**config.mk**
```make
export PLATFORM = sky130hd
export DESIGN_NAME = chmix_top
export DESIGN_NICKNAME = d
export VERILOG_FILES = /design/src/rtl/chmix_pkg.sv /design/src/rtl/chmix_route.sv /design/src/rtl/chmix_scale.sv /design/src/rtl/chmix_zero_det.sv /design/src/rtl/chmix_top.sv
export SDC_FILE = /design/constraint.sdc
export NUM_CORES = 2
export LEC_CHECK = 0
export ABC_AREA = 1
export CAP_MARGIN = 20
export CORE_MARGIN = 1.5
export CORE_UTILIZATION = 30
export CTS_CLUSTER_SIZE = 8
export DETAILED_ROUTE_END_ITERATION = 10
export PLACE_DENSITY_LB_ADDON = 0.05
export SYNTH_ARGS = -nofsm -noshare
export SYNTH_HDL_FRONTEND = slang
export SYNTH_HIERARCHICAL = 1
export SYNTH_SLANG_ARGS = --single-unit
```
**constraint.sdc**
```tcl
create_clock -name clk -period 18.89 [get_ports clk]
set_input_delay 3.778 -clock clk [delete_from_list [all_inputs] [get_ports clk]]
set_output_delay 3.778 -clock clk [all_outputs]
set_load 0.02 [all_outputs]
```
**src/rtl/chmix_pkg.sv**
```systemverilog
`timescale 1ns/1ps
package chmix_pkg;
    typedef enum logic [1:0] {
        SRC_NONE  = 2'b00,
        SRC_LEFT  = 2'b01,
        SRC_RIGHT = 2'b10,
        SRC_AVG   = 2'b11
    } src_sel_e;
endpackage

```
**src/rtl/chmix_route.sv**
```systemverilog
`timescale 1ns/1ps
module chmix_route
    import chmix_pkg::*;
#(
    parameter int DW = 24
) (
    input  logic [DW-1:0] left_in,
    input  logic [DW-1:0] right_in,
    input  logic [1:0]    sel,
    output logic [DW-1:0] mix_out
);
    // one bit of headroom for the average
    logic [DW:0] sum_w;

    always_comb begin
        sum_w = {left_in[DW-1], left_in} + {right_in[DW-1], right_in};
        unique case (src_sel_e'(sel))
            SRC_NONE:  mix_out = '0;
            SRC_LEFT:  mix_out = left_in;
            SRC_RIGHT: mix_out = right_in;
            default:   mix_out = sum_w[DW:1];
        endcase
    end
endmodule

```
**src/rtl/chmix_scale.sv**
```systemverilog
`timescale 1ns/1ps
module chmix_scale #(
    parameter int DW = 24,
    parameter int GW = 8
) (
    input  logic [DW-1:0] x_in,
    input  logic [GW-1:0] code,
    output logic [DW-1:0] y_out
);
    localparam int PW = DW + GW + 2;

    logic [GW:0]          gain_w;
    logic signed [PW-1:0] x_ext;
    logic signed [PW-1:0] g_ext;
    logic signed [PW-1:0] prod_w;
    logic signed [PW-1:0] shr_w;

    always_comb begin
        // all-ones code means exact unity
        gain_w = (code == '1) ? {1'b1, {GW{1'b0}}} : {1'b0, code};
        x_ext  = PW'($signed(x_in));
        g_ext  = $signed({{(PW-GW-1){1'b0}}, gain_w});
        prod_w = x_ext * g_ext;
        shr_w  = prod_w >>> GW;
        y_out  = shr_w[DW-1:0];
    end
endmodule

```
**src/rtl/chmix_zero_det.sv**
```systemverilog
`timescale 1ns/1ps
module chmix_zero_det #(
    parameter int ZCNT = 1024
) (
    input  logic clk,
    input  logic rst_n,
    input  logic valid,
    input  logic is_zero,
    output logic flag
);
    localparam int CNTW = $clog2(ZCNT + 1);
    localparam logic [CNTW-1:0] CNT_TOP = CNTW'(ZCNT);

    typedef struct packed {
        logic [CNTW-1:0] cnt;
        logic            hit;
    } zst_t;

    zst_t z_d, z_q;

    always_comb begin
        z_d = z_q;
        if (valid) begin
            if (is_zero) begin
                if (z_q.cnt != CNT_TOP) z_d.cnt = z_q.cnt + 1'b1;
                z_d.hit = (z_d.cnt == CNT_TOP);
            end else begin
                z_d.cnt = '0;
                z_d.hit = 1'b0;
            end
        end
    end

    always_ff @(posedge clk or negedge rst_n) begin
        if (!rst_n) z_q <= '0;
        else        z_q <= z_d;
    end

    assign flag = z_q.hit;
endmodule

```
**src/rtl/chmix_top.sv**
```systemverilog
`timescale 1ns/1ps
module chmix_top
    import chmix_pkg::*;
#(
    parameter int DW   = 24,
    parameter int GW   = 8,
    parameter int ZCNT = 1024
) (
    input  logic          clk,
    input  logic          rst_n,
    input  logic          in_valid,
    input  logic [DW-1:0] in_left,
    input  logic [DW-1:0] in_right,
    input  logic [3:0]    route_code,
    input  logic [GW-1:0] att_left_code,
    input  logic [GW-1:0] att_right_code,
    input  logic          ld_left,
    input  logic          ld_right,
    input  logic          att_common,
    input  logic          mute_reg,
    input  logic          mute_ext,
    input  logic          zdet_en,
    output logic          out_valid,
    output logic [DW-1:0] out_left,
    output logic [DW-1:0] out_right,
    output logic          automute
);
    localparam int NCH = 2;
    localparam logic [GW-1:0] LVL_FULL = '1;

    typedef struct packed {
        logic [GW-1:0] gain_l;
        logic [GW-1:0] gain_r;
        logic [GW-1:0] ramp;
        logic          vld;
        logic [DW-1:0] y_l;
        logic [DW-1:0] y_r;
    } st_t;

    st_t s_d, s_q;

    logic [NCH-1:0][DW-1:0] mix_w;
    logic [NCH-1:0][GW-1:0] att_sel;
    logic [NCH-1:0][DW-1:0] att_w;
    logic [NCH-1:0][DW-1:0] fin_w;
    logic                   zflag;
    logic                   mute_req;
    logic                   both_zero;

    assign att_sel[0] = s_q.gain_l;
    assign att_sel[1] = att_common ? s_q.gain_l : s_q.gain_r;

    generate
        for (genvar c = 0; c < NCH; c++) begin : g_ch
            chmix_route #(.DW(DW)) i_route (
                .left_in  (in_left),
                .right_in (in_right),
                .sel      (route_code[2*c+1 -: 2]),
                .mix_out  (mix_w[c])
            );
            chmix_scale #(.DW(DW), .GW(GW)) i_att (
                .x_in  (mix_w[c]),
                .code  (att_sel[c]),
                .y_out (att_w[c])
            );
            chmix_scale #(.DW(DW), .GW(GW)) i_ramp (
                .x_in  (att_w[c]),
                .code  (s_q.ramp),
                .y_out (fin_w[c])
            );
        end
    endgenerate

    assign both_zero = (in_left == '0) && (in_right == '0);

    chmix_zero_det #(.ZCNT(ZCNT)) i_zdet (
        .clk     (clk),
        .rst_n   (rst_n),
        .valid   (in_valid),
        .is_zero (both_zero),
        .flag    (zflag)
    );

    assign mute_req = mute_reg | mute_ext | (zflag & zdet_en);

    always_comb begin
        s_d     = s_q;
        s_d.vld = in_valid;
        if (ld_left)  s_d.gain_l = att_left_code;
        if (ld_right) s_d.gain_r = att_right_code;
        if (in_valid) begin
            s_d.y_l = fin_w[0];
            s_d.y_r = fin_w[1];
            if (mute_req) begin
                if (s_q.ramp != '0) s_d.ramp = s_q.ramp - 1'b1;
            end else begin
                if (s_q.ramp != LVL_FULL) s_d.ramp = s_q.ramp + 1'b1;
            end
        end
    end

    always_ff @(posedge clk or negedge rst_n) begin
        if (!rst_n) begin
            s_q.gain_l <= LVL_FULL;
            s_q.gain_r <= LVL_FULL;
            s_q.ramp   <= LVL_FULL;
            s_q.vld    <= 1'b0;
            s_q.y_l    <= '0;
            s_q.y_r    <= '0;
        end else begin
            s_q <= s_d;
        end
    end

    assign out_valid = s_q.vld;
    assign out_left  = s_q.y_l;
    assign out_right = s_q.y_r;
    assign automute  = zflag;
endmodule

```
Word level (Yosys, flattened, before mapping)
Index checks and enable logic that the tools add are counted.
Widths: inputs -> output; s select.
{"block": "word_totals", "register_bits": 85, "in_bits": 77, "output_inout_bits": 50, "word_cells": 51}
{"block": "classes", "n_addsub": 4, "multipliers": 4, "eq_ne": 11, "mux": 13, "n_bitwise": 3, "n_reduce_logical": 8}
{"op": "$pmux 24 s3", "n": 2}
{"op": "$mul 24x10->32", "n": 4}
{"op": "$logic_not 24->1", "n": 2}
{"op": "$mux 11", "n": 3}
{"op": "$mux 8", "n": 4}
{"op": "$mux 9", "n": 3}
{"op": "$add 24x24->25", "n": 1}
{"op": "$eq 8x8->1 const B", "n": 3}
{"op": "$mux 12", "n": 1}
{"op": "$add 11x1->11 const B", "n": 1}
{"op": "$eq 11x11->1 const B", "n": 1}
{"op": "$ne 11x11->1 const B", "n": 1}
{"op": "$add 8x1->8 const B", "n": 1}
{"op": "$ne 8x8->1 const B", "n": 1}
{"op": "$reduce_bool 8->1", "n": 1}
{"op": "$sub 8x1->8 const B", "n": 1}
{"op": "$eq 2x1->1 const B", "n": 2}
{"op": "$eq 2x2->1 const B", "n": 2}
{"op": "$logic_not 2->1", "n": 2}
{"op": "$reduce_and 3->1", "n": 1}
{"op": "$ne 2x1->1 const B", "n": 1}
{"op": "$or 1x1->1", "n": 2}
{"op": "$reduce_bool 2->1", "n": 1}
{"op": "$and 1x1->1", "n": 1}
{"op": "$logic_and 1x1->1", "n": 1}

Longest topological paths before layout
{"block": "logic_depth", "ltp_word": 6, "depth_mapped": 57, "mapped_depth_nobuf": 57}

Modules after synthesis
The synthesis kept the hierarchy.
{"module": "chmix_scale (g_ch[1].i_ramp)", "instances": 1, "cells_each": 1024, "area_each_um2": 7562.3, "seq_area_each_um2": 0.0}
{"module": "chmix_scale (g_ch[0].i_ramp)", "instances": 1, "cells_each": 1022, "area_each_um2": 7517.2, "seq_area_each_um2": 0.0}
{"module": "chmix_scale (g_ch[1].i_att)", "instances": 1, "cells_each": 1017, "area_each_um2": 7503.4, "seq_area_each_um2": 0.0}
{"module": "chmix_scale (g_ch[0].i_att)", "instances": 1, "cells_each": 1001, "area_each_um2": 7469.7, "seq_area_each_um2": 0.0}
{"module": "chmix_route", "instances": 2, "cells_each": 480, "area_each_um2": 2296.0, "seq_area_each_um2": 0.0}
{"module": "chmix_top", "instances": 1, "cells_each": 374, "area_each_um2": 3808.7, "seq_area_each_um2": 1856.8}
{"module": "chmix_zero_det", "instances": 1, "cells_each": 118, "area_each_um2": 790.8, "seq_area_each_um2": 300.3}

Least setup slack after synthesis
No wires, ideal clock.
{"block": "synth_path", "kind": "input port to flip-flop", "from": "input in_left[1]", "to": "register s_q (netlist bit out_left[23])", "setup_time_ps": 125, "t_arrival_ps": 13724, "required_ps": 18765, "slack_ps": 5041, "stages": 51, "path_buffers": 0, "path_cell_list": "inv_1 fa_1 inv_1 nand3_1 nand2_1 nand2_1 nand2_1 nand2_1 nand3_1 nand2_1 nand3_1 nand2_1 inv_1 nor2_1 fa_1 inv_1 fa_1 inv_1 [15 not listed] inv_1 fa_1 inv_1 fa_1 fa_1 inv_1 fa_1 inv_1 ha_1 a21oi_1 o21ai_0 nand2_1 o311ai_0 a31oi_1 nand2_1 nand2_1 nand2_1 mux2_2"}
{"element": "start, declared", "line_no": "chmix_top.sv:12", "text": "input logic [DW-1:0] in_left,"}
{"element": "end, declared", "line_no": "chmix_top.sv:40", "text": "st_t s_d, s_q;"}

==> results.py <==
metrics = {
    "detailed_routing": {
        "drt-met1-wl_um": 64700,
        "wl_met3_um": 3630,
        "antenna_violating_nets_post_route": 0,
        "detail_route.wirelength_um": 130000,
        "first_pass_iters": 5,
        "top_layer": "met4",
        "wl_per_cell_um": 17.8,
        "vias": 33200,
        "routed_vias_inst": 4.55,
        "initialDrtViolationCount": 1562,
        "routed-wl-met2_um": 59400,
        "route.detailed.drc": 0,
    },
    "grt": {
        "global_route.overflow_total": 0,
        "grt_pass1_vias": 35500,
        "grt_first_pass_wirelength_um": 206000,
        "grt_max_degree": 65,
        "globalRouteTotalUtil": 0.200,
        "grt_antenna_before_repair": 0,
    },
    "timing": {
        "timing.final.crit_period_ns": 16.00,
        "layout_worst_path_cycle_share": 0.847,
        "fmax_ghz": 0.0625,
        "grt_setup_unrepaired": "no",
        "clock-skew-final_ns": 0.0123,
        "timing_worst_slew_pin_value_ns": 0.993,
        "hold_viol": 0,
        "setup_tns_ns": 0,
        "timing_max_transition_violations_final": 0,
        "timing.hold.ws_ns": 0.491,
        "setup_violations": 0,
        "timing.slew.headroom": 0.337,
    },
    "setup_path": {
        "worst-path-max-fanout": 33,
        "cp_data_arrival_time_ns": 16.28,
        "critical_path_sink_type": "register",
        "timing.critical_path.from_type": "primary input",
        "cp_common_cell": "nand2_1",
        "critical_path.max_stage_delay_ns": 0.75,
        "crit_required_ns": 19.17,
        "critPathKind": "in2reg",
        "slowest_stage": "clkdlybuf4s50_1",
    },
    "clocking": {
        "cts_hold_buf": 0,
        "numClockSinks": 85,
        "max_clock_buf_depth": 2,
        "tritoncts": "yes",
        "clockRootBuffer": "clkbuf_16",
        "htreeDepth": 3,
        "cts.reportedPaths.clkPinSlew_ns": 0.07,
        "cts_inserted_buffers": 9,
        "postCtsSetupRepairBufs": 0,
        "worst_skew_pair.late_latency_ns": 0.40,
        "cts_resized": 0,
    },
    "flow_run": {
        "maxCapViolCount": 0,
    },
    "synthesis": {
        "synth_top_area_cell": "fa_1",
        "synth_seq_cells": 85,
        "synthTopCellsByArea": "fa_1 (35%), nand2_1 (13%), inv_1 (12%), ha_1 (10%), nor2_1 (6.7%)",
        "async_flop_share": 1.00,
        "synth.net_count": 6594,
        "syn_inst": 5516,
        "synth_most_common_cell": "nand2_1",
        "synthFlopType": "dfrtp_1",
        "synth-warning-count": 6,
        "seq_area_frac_synth": 0.0550,
        "synth_top_cells_by_count": "nand2_1 (1,383), inv_1 (1,281), nor2_1 (700), fa_1 (683), ha_1 (318)",
        "top_area_cell_type_share_of_the_netlist_area": 0.348,
        "synth_enable_flop_cells": 0,
        "post_synth.cell_area_avg_sq_um": 7.11,
        "netlist-cell-type-count": 52,
        "synth.cell_area_sq_mm": 0.0392,
    },
    "place": {
        "total_instance_count_after_detailed_placement": 7271,
        "placement.io_buffers": 126,
        "post_dp_cell_area_sq_mm": 0.0420,
        "detailed_place_hpwl_um": 114000,
        "finalWeightedCongestion": 0.897,
    },
    "floorplanning": {
        "chipWidth_um": 365,
        "die_height_um": 365,
        "std_cell_rows": 132,
        "die_area_sq_mm": 0.133,
        "start_util": 0.303,
        "coreArea_sq_mm": 0.130,
        "boundaryPins": 127,
    },
    "final_layout": {
        "final_cells": 7287,
        "multiInputGateArea_sq_mm": 0.0314,
        "design.final.nets": 6619,
        "sequential_cell_area_sq_mm": 0.00216,
        "final_design_area_no_fill_sq_mm": 0.0424,
        "count_of_inserted_antenna_diode_cells": 0,
        "filler_cell_count": 14400,
        "area_delta_synth_final_pct": 7.92,
        "drive_above_1_share": 0.0409,
    },
    "run_status": {
        "outcome": "completed",
    },
    "hold_path": {
        "worstHoldPathType": "reg2reg",
    },
}
==> flip-flops by register name (all words and copies together), names as in the netlist <==
signal / flops
att_sel: 8
i_zdet/flag: 1
i_zdet/z_q: 11
out_left: 24
out_right: 24
out_valid: 1
s_q: 16
==> metrics by stage <==
stage,util,setup slack (ns)
2_1_floorplan,-,5.04
3_3_place_gp,0.324,2.42
3_5_place_dp,0.324,2.45
4_1_cts,0.327,2.88
5_1_grt,0.327,1.89
6_report,0.327,2.89
==> worst paths after layout <==
check / from / endpoint / slack (ns) / cells past startpoint
max in group asynchronous: rst_n / s_q[63]$_DFFE_PN1P_ / 14.44 / 2
min in group asynchronous: rst_n / out_right[8]$_DFFE_PN0P_ / 3.32 / 1
hold / removal: s_q[62]$_DFFE_PN1P_ / s_q[62]$_DFFE_PN1P_ / 0.49 / 2
setup / recovery: att_common / out_right[18]$_DFFE_PN0P_ / 2.89 / 47
setup reg to reg: att_sel[7]$_DFFE_PN1P_ / out_right[18]$_DFFE_PN0P_ / 6.58 / 47
hold reg to reg: s_q[62]$_DFFE_PN1P_ / s_q[62]$_DFFE_PN1P_ / 0.49 / 2
==> critical path, delay by kind of cell <==
| kind | cells | cell delay (ns) |
|---|---|---|
| AO/OA/AOI/OAI | 1 | 0.26 |
| adder cells (fa/ha/maj) | 12 | 5.86 |
| buffers and inverters | 11 | 2.24 |
| multiplexers | 1 | 0.25 |
| AND/OR/NAND/NOR | 22 | 3.87 |
==> cell type report <==
cell class | instances | area share
flip-flops and latches | 85 | 0.0509
multi-input cells | 4009 | 0.743
inverters | 1290 | 0.114
clock buffers | 10 | 0.00541
clock inverters | 5 | 0.00204
repair buffers | 146 | 0.0333
well taps | 1742 | 0.0515
==> cells in the final DEF, fill, tap and decap left out, types with 43 or more instances in the layout <==
cell,instances
fa_1,683
ha_1,318
o21ai_0,110
clkdlybuf4s50_1,124
nand2_2,56
inv_1,1281
xor2_1,69
nand2_1,1383
a21oi_1,149
nand3_1,168
nor2_1,700
mux2_2,56
dfrtp_1,61
nor3_1,43
==> cell families after synthesis <==
logic type | after synthesis | synth area share
fa+ha+maj | 1001 | 0.450
buf+inv | 1422 | 0.144
compound gates | 398 | 0.0590
simple gates | 2472 | 0.258
mux | 56 | 0.0161
xor+xnor | 82 | 0.0185
flops | 85 | 0.0550
==> routing by layer <==
layer,vias up,track usage
li1,16500,-
met1,16000,0.282
met2,547,0.335
met3,87,0.0150
met4,0,0.0367
met5,-,0
Power is left out: the tool's default activity adds up to more than one toggle a clock period on the data nets, which glitch-free logic cannot reach.
